$ cat src/rtl/ssx_pkg.sv
package ssx_pkg;
   typedef enum logic [1:0] {
      CT_NEW0  = 2'b00,
      CT_NEW1  = 2'b01,
      CT_FLIP  = 2'b10,
      CT_GROUP = 2'b11
   } ctrl_e;

   typedef enum logic [2:0] {
      OP_IDLE,
      OP_START,
      OP_FLIP,
      OP_GRP_ARM,
      OP_GRP_WRITE,
      OP_FLUSH
   } op_e;
endpackage

$ cat src/rtl/ssx_decode.sv
module ssx_decode
   import ssx_pkg::*;
#(
   parameter int K = 4
) (
   input  logic         code_valid,
   input  logic [K+1:0] code,
   input  logic         flush,
   input  logic         slice_open,
   input  logic         grp_pend,
   output op_e          op,
   output logic         new_fill
);
   ctrl_e ctrl;

   always_comb begin
      ctrl     = ctrl_e'(code[K+1:K]);
      new_fill = code[K];
      op       = OP_IDLE;
      if (code_valid) begin
         case (ctrl)
            CT_NEW0, CT_NEW1: op = OP_START;
            CT_FLIP:          op = slice_open ? OP_FLIP : OP_IDLE;
            CT_GROUP:         op = !slice_open ? OP_IDLE :
                                   (grp_pend ? OP_GRP_WRITE : OP_GRP_ARM);
            default:          op = OP_IDLE;
         endcase
      end else if (flush && slice_open) begin
         op = OP_FLUSH;
      end
   end
endmodule

$ cat src/rtl/ssx_accum.sv
module ssx_accum
   import ssx_pkg::*;
#(
   parameter int N = 8,
   parameter int K = 4
) (
   input  logic         clk,
   input  logic         rst_n,
   input  op_e          op,
   input  logic         new_fill,
   input  logic [K-1:0] data,
   output logic [N-1:0] acc_q,
   output logic         slice_open,
   output logic         grp_pend,
   output logic         emit
);
   logic [N-1:0] acc_d;
   logic         fill_q, fill_d;
   logic         open_q, open_d;
   logic         pend_q, pend_d;
   logic [K-1:0] start_q, start_d;
   logic [N-1:0] idx_hit;
   logic [N-1:0] grp_hit;
   logic [N-1:0] grp_bit;

   for (genvar i = 0; i < N; i++) begin : g_bit
      assign idx_hit[i] = (data == K'(i));

      always_comb begin
         grp_hit[i] = 1'b0;
         grp_bit[i] = 1'b0;
         for (int j = 0; j < K; j++) begin
            if (int'(start_q) + j == i) begin
               grp_hit[i] = 1'b1;
               grp_bit[i] = data[K-1-j];
            end
         end
      end
   end

   always_comb begin
      acc_d   = acc_q;
      fill_d  = fill_q;
      open_d  = open_q;
      pend_d  = pend_q;
      start_d = start_q;
      emit    = 1'b0;
      case (op)
         OP_START: begin
            emit   = open_q;
            fill_d = new_fill;
            open_d = 1'b1;
            pend_d = 1'b0;
            for (int i = 0; i < N; i++)
               acc_d[N-1-i] = idx_hit[i] ? ~new_fill : new_fill;
         end
         OP_FLIP: begin
            pend_d = 1'b0;
            for (int i = 0; i < N; i++)
               if (idx_hit[i]) acc_d[N-1-i] = ~fill_q;
         end
         OP_GRP_ARM: begin
            pend_d  = 1'b1;
            start_d = data;
         end
         OP_GRP_WRITE: begin
            pend_d = 1'b0;
            for (int i = 0; i < N; i++)
               if (grp_hit[i]) acc_d[N-1-i] = grp_bit[i];
         end
         OP_FLUSH: begin
            emit   = 1'b1;
            open_d = 1'b0;
            pend_d = 1'b0;
         end
         default: ;
      endcase
   end

   always_ff @(posedge clk or negedge rst_n) begin
      if (!rst_n) begin
         acc_q   <= '0;
         fill_q  <= 1'b0;
         open_q  <= 1'b0;
         pend_q  <= 1'b0;
         start_q <= '0;
      end else begin
         acc_q   <= acc_d;
         fill_q  <= fill_d;
         open_q  <= open_d;
         pend_q  <= pend_d;
         start_q <= start_d;
      end
   end

   assign slice_open = open_q;
   assign grp_pend   = pend_q;
endmodule

$ cat src/rtl/ssx_emit.sv
module ssx_emit #(
   parameter int N = 8
) (
   input  logic         clk,
   input  logic         rst_n,
   input  logic         emit,
   input  logic [N-1:0] acc_q,
   output logic         slice_valid,
   output logic [N-1:0] slice_out
);
   always_ff @(posedge clk or negedge rst_n) begin
      if (!rst_n) begin
         slice_valid <= 1'b0;
         slice_out   <= '0;
      end else begin
         slice_valid <= emit;
         if (emit) slice_out <= acc_q;
      end
   end
endmodule

$ cat src/rtl/scan_slice_expander.sv
module scan_slice_expander
   import ssx_pkg::*;
#(
   parameter int N = 8,
   parameter int K = $clog2(N + 1),
   localparam int C = K + 2
) (
   input  logic         clk,
   input  logic         rst_n,
   input  logic         code_valid,
   input  logic [C-1:0] code_in,
   input  logic         flush,
   output logic         slice_valid,
   output logic [N-1:0] slice_out
);
   if (N < 2) begin : g_bad_n
      $error("scan_slice_expander: N must be at least 2");
   end
   if (K != $clog2(N + 1)) begin : g_bad_k
      $error("scan_slice_expander: K must equal ceil(log2(N+1))");
   end

   op_e          op;
   logic         new_fill;
   logic [N-1:0] acc_q;
   logic         slice_open;
   logic         grp_pend;
   logic         emit;

   ssx_decode #(.K(K)) u_decode (
      .code_valid (code_valid),
      .code       (code_in),
      .flush      (flush),
      .slice_open (slice_open),
      .grp_pend   (grp_pend),
      .op         (op),
      .new_fill   (new_fill)
   );

   ssx_accum #(.N(N), .K(K)) u_accum (
      .clk        (clk),
      .rst_n      (rst_n),
      .op         (op),
      .new_fill   (new_fill),
      .data       (code_in[K-1:0]),
      .acc_q      (acc_q),
      .slice_open (slice_open),
      .grp_pend   (grp_pend),
      .emit       (emit)
   );

   ssx_emit #(.N(N)) u_emit (
      .clk         (clk),
      .rst_n       (rst_n),
      .emit        (emit),
      .acc_q       (acc_q),
      .slice_valid (slice_valid),
      .slice_out   (slice_out)
   );
endmodule

$ cat config.mk
export PLATFORM = sky130hd
export DESIGN_NAME = scan_slice_expander
export DESIGN_NICKNAME = d
export VERILOG_FILES = /design/src/rtl/ssx_pkg.sv /design/src/rtl/ssx_decode.sv /design/src/rtl/ssx_accum.sv /design/src/rtl/ssx_emit.sv /design/src/rtl/scan_slice_expander.sv
export SDC_FILE = /design/constraint.sdc
export NUM_CORES = 1
export LEC_CHECK = 0
export CAP_MARGIN = 20
export CELL_PAD_IN_SITES_DETAIL_PLACEMENT = 0
export CELL_PAD_IN_SITES_GLOBAL_PLACEMENT = 1
export CORE_MARGIN = 8
export CORE_UTILIZATION = 49
export CTS_BUF_LIST = sky130_fd_sc_hd__clkbuf_8
export CTS_CLUSTER_DIAMETER = 80
export DETAILED_ROUTE_END_ITERATION = 10
export PLACE_DENSITY_LB_ADDON = 0.1
export SLEW_MARGIN = 20
export SYNTH_ARGS = -nofsm -noshare
export SYNTH_HDL_FRONTEND = slang
export SYNTH_SLANG_ARGS = --single-unit
$ cat constraint.sdc
create_clock -name clk -period 4.2 [get_ports clk]
set_input_delay 0.42 -clock clk [delete_from_list [all_inputs] [get_ports clk]]
set_output_delay 0.42 -clock clk [all_outputs]
set_load 0.05 [all_outputs]
* Word level (Yosys, flattened, before mapping)
Index checks and enable logic that the tools add are counted.
** Operators by class
- Mux-type cells :: 98
- Reductions and logical operators :: 20
- Add/sub/neg operators :: 3
- Equality and inequality tests :: 59
- Bitwise gates (word level) :: 2
** Operators by type and width (count)
- 32-bit by 4-bit == test with 1-bit output, second input constant :: 12
- 32-bit by 3-bit == test with 1-bit output, second input constant :: 6
- 32-bit zero test :: 4
- 32-bit by 2-bit == test with 1-bit output, second input constant :: 3
- 1-bit two-way mux :: 88
- 2-bit by 1-bit inequality test with 1-bit output, second input constant :: 16
- 4-bit by 3-bit == test with 1-bit output, second input constant :: 6
- 8-bit case mux with 3 select lines :: 1
- 3-bit AND reduction :: 8
- 4-bit == test, second input constant :: 4
- 4-bit by 2-bit == test with 1-bit output, second input constant :: 3
- 3-bit two-way mux :: 4
- 4-bit by 2-bit adder with 5-bit output, second input constant :: 2
- 3-bit case mux with 3 select lines :: 1
- 3-bit by 2-bit == test with 1-bit output, second input constant :: 2
- 3-bit == test, second input constant :: 2
- 1-bit case mux with 2 select lines :: 3
- 4-bit by 1-bit adder with 5-bit output, second input constant :: 1
- 2-bit == test, second input constant :: 2
- 4-bit by 1-bit == test with 1-bit output, second input constant :: 1
- 4-bit zero test :: 1
- 2-bit nonzero test :: 2
- 4-bit OR reduction :: 1
- 3-bit by 1-bit == test with 1-bit output, second input constant :: 1
- 7 further kinds :: 8
** Word-level totals
- Word-level logic and storage cells :: 196
- Bits in registers :: 24
- Bits of input ports :: 10
- Output and inout port bits :: 9

* Logic depth before layout (Yosys ltp)
- Depth after elaboration :: 7
- Mapped depth :: 9
- Mapped depth without buffers :: 7

* Modules after synthesis
From an unflattened synthesis, not the netlist that was laid out.
** Unflattened totals
- Cell total of the unflattened synthesis :: 241
- Area, all modules :: 2195.9 um^2
** Modules (own cells, without submodules)
- ssx_accum :: sequential area each 375.4 um^2, instances 1, cells each 213, area an instance 1771.7 um^2
- ssx_emit :: sequential area each 225.2 um^2, instances 1, cells each 18, area an instance 356.6 um^2
- ssx_decode :: sequential area each 0.0 um^2, instances 1, cells each 10, area an instance 67.6 um^2

* Least setup slack after synthesis
OpenSTA, ideal clock, no wires.
- Path kind :: reg-to-reg
- Start :: register u_accum.start_q[1]
- End :: register u_accum.acc_q[1]
- Setup slack :: 1.862 ns
- Arrival :: 2.214 ns
- Data required time :: 4.075 ns
- Path buffers :: 2
- Stages on the path, launching flop included :: 9
- Setup time :: 0.125 ns
- Clock period less this slack :: 2.338 ns
- Path through :: dfrtp_1 > buf_2 > buf_2 > inv_1 > ha_1 > or3_1 > a211o_1 > a21oi_1 > mux2_2
** On the way
- Cells in the longest elaborated chain, start to end :: 7
- Elaborated cells on any way between the ends :: 19
- Classes of those cells :: 3 x add/sub; 5 x eq/ne; 10 x mux; 1 x reduce/logical
** Ends and longest elaborated chain
- start: declaration :: line ssx_accum.sv:21 : logic [K-1:0] start_q, start_d;
- start signal: assignment :: line ssx_accum.sv:92 : start_q <= start_d;
- 4-bit by 1-bit adder with 5-bit output / 4-bit == test (equally long branches) :: line ssx_accum.sv:33 : if (int'(start_q) + j == i) begin
- 32-bit by 4-bit == test with 1-bit output / 1-bit two-way mux (equally long branches) :: line ssx_accum.sv:33
- 1-bit two-way mux (3 in series) :: line ssx_accum.sv:33
- 1-bit two-way mux / 2-bit by 1-bit inequality test with 1-bit output (equally long branches)
- 8-bit case mux with 3 select lines / 3-bit AND reduction (equally long branches)
- end signal: assignment :: line ssx_accum.sv:82 : acc_q <= '0;
- end signal: assignment :: line ssx_accum.sv:88 : acc_q <= acc_d;
- end: declaration :: line ssx_accum.sv:12 : output logic [N-1:0] acc_q,
Several ways; a longest one is shown, not always the timed one. The select of a mux whose other input is x is not followed.
A chain may end at the register's enable or synchronous reset.

* Final worst setup path
- Start :: register u_accum.start_q[2]
- End :: register u_accum.acc_q[6]
** On the way
- Cells in the longest elaborated chain, start to end :: 7
- Elaborated cells on any way between the ends :: 19
- Classes of those cells :: 3 x add/sub; 5 x eq/ne; 10 x mux; 1 x reduce/logical
** Ends and longest elaborated chain (line)
- 4-bit by 1-bit adder with 5-bit output / 4-bit by 2-bit == test with 1-bit output (equally long branches) :: ssx_accum.sv:33
- 32-bit by 2-bit == test with 1-bit output / 1-bit two-way mux (equally long branches) :: ssx_accum.sv:33
- 1-bit two-way mux (3 in series) :: ssx_accum.sv:33
- 1-bit two-way mux / 2-bit by 1-bit inequality test with 1-bit output (equally long branches)
- 8-bit case mux with 3 select lines / 3-bit AND reduction (equally long branches)
Several ways; a longest one is shown, not always the timed one. The select of a mux whose other input is x is not followed.

==> impl_metrics.json <==
{
  "netlist_area_sq_mm": 0.00201,
  "clk_latency_ns": 0.27,
  "ctsLongestPathBuffers": 2,
  "synth_top_area_share_pct": 29.8,
  "synth_seq_area_share_pct": 29.8,
  "worstPathCellList": "ha_1 > nand3b_1 > a211oi_2 > a311oi_1 > o41ai_1 > mux2_1",
  "wl_met1_um": 2410,
  "hold_viol_final": 0,
  "setup_ws_ns": 1.36,
  "tns_ns": 0,
  "path_clk_slew_ns": 0.09,
  "drtIter0Drc": 199,
  "cts-root-buf": "clkbuf_8",
  "syn2layout_area_growth_pct": 10.3,
  "die_y_um": 80.1,
  "routabilityCongestion": 0.921,
  "power_density_mw_per_mm2": 515,
  "hold_class": "in2async",
  "fin_skew_ns": 0.00523,
  "synthFlopType": "dfrtp_1",
  "crit_fanout": 25,
  "grt_overflow_total": 0,
  "cts_max_level": 1,
  "grt_use_total_pct": 17.9,
  "synth_top_area_cell": "dfrtp_1",
  "critPathSlowestCell": "dfrtp_1",
  "setup_viol": 0,
  "start_util_pct": 50.7,
  "syn_area_per_cell_sq_um": 8.83,
  "finalNetCount": 247,
  "postCtsSetupBuffers": 0,
  "holdBufCountCts": 0,
  "worstPathArrival_ns": 3.05,
  "mostFrequentLayoutCell": "dfrtp_1",
  "grt_max_degree": 26,
  "cts_resized": 0,
  "crit_path_start_kind": "flip-flop",
  "cts.sinks": 24,
  "maxSlewViolCount": 0,
  "yosys_warnings": 0,
  "grt_pass1_wl_um": 9140,
  "route.detailed.drc": 0,
  "via_per_inst": 6.71,
  "cts_inserted_buffers": 3,
  "startpoint": "u_accum.start_q[2]$_DFFE_PN0P_",
  "fp-row-count": 23,
  "end_kind": "flip-flop",
  "dr_wl_met3_um": 370,
  "slew-limit-headroom_pct": 54.3,
  "critPathMaxStageDelay_ns": 0.79,
  "die_x_um": 80.1,
  "layout_common_cells": "24 x dfrtp_1, 17 x clkdlybuf4s50_1, 16 x a21oi_1, 15 x o21ai_0",
  "cp.required_ns": 4.40,
  "synth_edf_count": 0,
  "synth_area_leaders": "dfrtp_1 30%, mux2_2 7.3%, a21oi_1 4.0%, xor2_1 3.9%, o21ai_0 3.7%",
  "wl_met2_um": 2580,
  "p_leak_nw": 0.836,
  "ys_types": 60,
  "placed_cell_area_sq_mm": 0.00217,
  "status": "finished, final reports clean",
  "cap_violations": 0,
  "firstDrtPassIters": 5,
  "die_area_sq_mm": 0.00642,
  "post-route-period-util_pct": 67.7,
  "stdcell_area_sq_mm": 0.00222,
  "dp_cells": 280,
  "ios": 19,
  "fin_crit_ns": 2.84,
  "r2r_start": "u_accum.start_q[2]$_DFFE_PN0P_",
  "vdd_drop_max_mv": 0.296,
  "ant_nets": 0,
  "antenna_found_initial": 0,
  "finalNonFillerCells": 284,
  "max_freq_mhz": 352,
  "synthArstFlopShare_pct": 100,
  "dp_hpwl_um": 4030,
  "wire_per_inst_um": 19.4,
  "num_vias": 1907,
  "design.core.area_sq_mm": 0.00397,
  "dp_worst_setup_slack_ns": 1.49,
  "grt_pass1_vias": 1830,
  "tightest_slew_ns": 0.683,
  "rsz0062_at_grt": "no",
  "top_layer_used": "met4",
  "ys_ff_latch": 24,
  "critPathKind": "reg2reg",
  "antenna_cells": 0,
  "drt_wl_total_um": 5510,
  "cts_tree": "done",
  "syn_inst": 228,
  "drive_above_1_share_pct": 11.5,
  "io_buffers": 18,
  "postSynthNetCount": 240,
  "nFillCells": 358
}
## cells by family (layout without fill, tap and decap cells)
logic type                 after synthesis  after routing  synth area share (%)
and+or+nand+nor                         79             79                  24.1
AOI/OAI and AO/OA                       73             73                  24.8
DFF                                     24             24                  29.8
buffers and inverters                   22             28                  5.34
muxes                                   18             18                  10.0
xor gates and xnor gates                10             10                  4.72
adders and majority gates                2              2                  1.24
## through the flow
stage / power, mW / hold WS (ns) / util, %
2_1_floorplan: 0.821 / 0.124 / -
3_3_place_gp: 0.982 / 0.472 / 54.7
3_5_place_dp: 0.981 / 0.482 / 54.7
4_1_cts: 1.14 / 0.502 / 56.0
5_1_grt: 1.21 / 0.162 / 55.9
6_report: 1.14 / 0.125 / 55.9
## where the power goes
group          leakage, nW  internal [mW]  switching [mW]  total (mW)
registers            0.287          0.295          0.0930       0.388
clock network       0.0288         0.0837          0.0738       0.158
logic                0.520          0.234           0.365       0.598
total                0.836          0.612           0.531        1.14
## Yosys cell counts (all sizes together) (5+ instances only)
library cell / count
a21oi: 16
and3: 6
buf: 13
dfrtp: 24
inv: 6
mux2: 17
nand2: 10
nor2: 13
nor2b: 9
nor3: 6
nor4b: 5
o21ai: 19
xor2: 9
## registers in the layout (all words and copies together), names as in the netlist
signal              cells
u_accum.slice_open      1
u_accum.start_q         4
u_emit.slice_valid      1
u_emit.slice_out        8
u_accum.fill_q          1
u_accum.acc_q           8
u_accum.grp_pend        1
## worst max-delay path: cells and delay by family, from the launching register on
kind	cells	cell delay [ns]
AND/OR/NAND/NOR	1	0.33
multiplexers	1	0.19
adder cells (fa/ha/maj)	1	0.58
AO/OA/AOI/OAI	3	0.89
flip-flops	1	0.79
## layer usage
layer  GRT usage (%)  vias to the layer above
li1                -                      881
met1            23.1                      922
met2            29.3                       92
met3            3.13                       12
met4            6.18                        0
met5               0                        -
## cell type report
cell class | count | area, sq um | share of cell area (%)
well taps | 50 | 62.6 | 2.82
clock buffers | 4 | 55.1 | 2.48
repair buffers | 18 | 175 | 7.89
flip-flops and latches | 24 | 601 | 27.0
multi-input cells | 182 | 1310 | 58.8
inverters | 6 | 22.5 | 1.01
## path summary, 6_finish.rpt
path	end	slack, ns	cells past startpoint
max in group asynchronous	u_accum.start_q[2]$_DFFE_PN0P_	3.71	1
worst max register to register	u_accum.acc_q[6]$_DFFE_PN0P_	1.36	6
worst max-delay path	u_accum.acc_q[6]$_DFFE_PN0P_	1.36	6
worst min-delay path	u_emit.slice_out[1]$_DFFE_PN0P_	0.12	1
min in group clk	u_accum.acc_q[6]$_DFFE_PN0P_	0.50	1
worst min register to register	u_accum.acc_q[6]$_DFFE_PN0P_	0.50	1
Note: power is estimated with default switching activity, not from simulation.
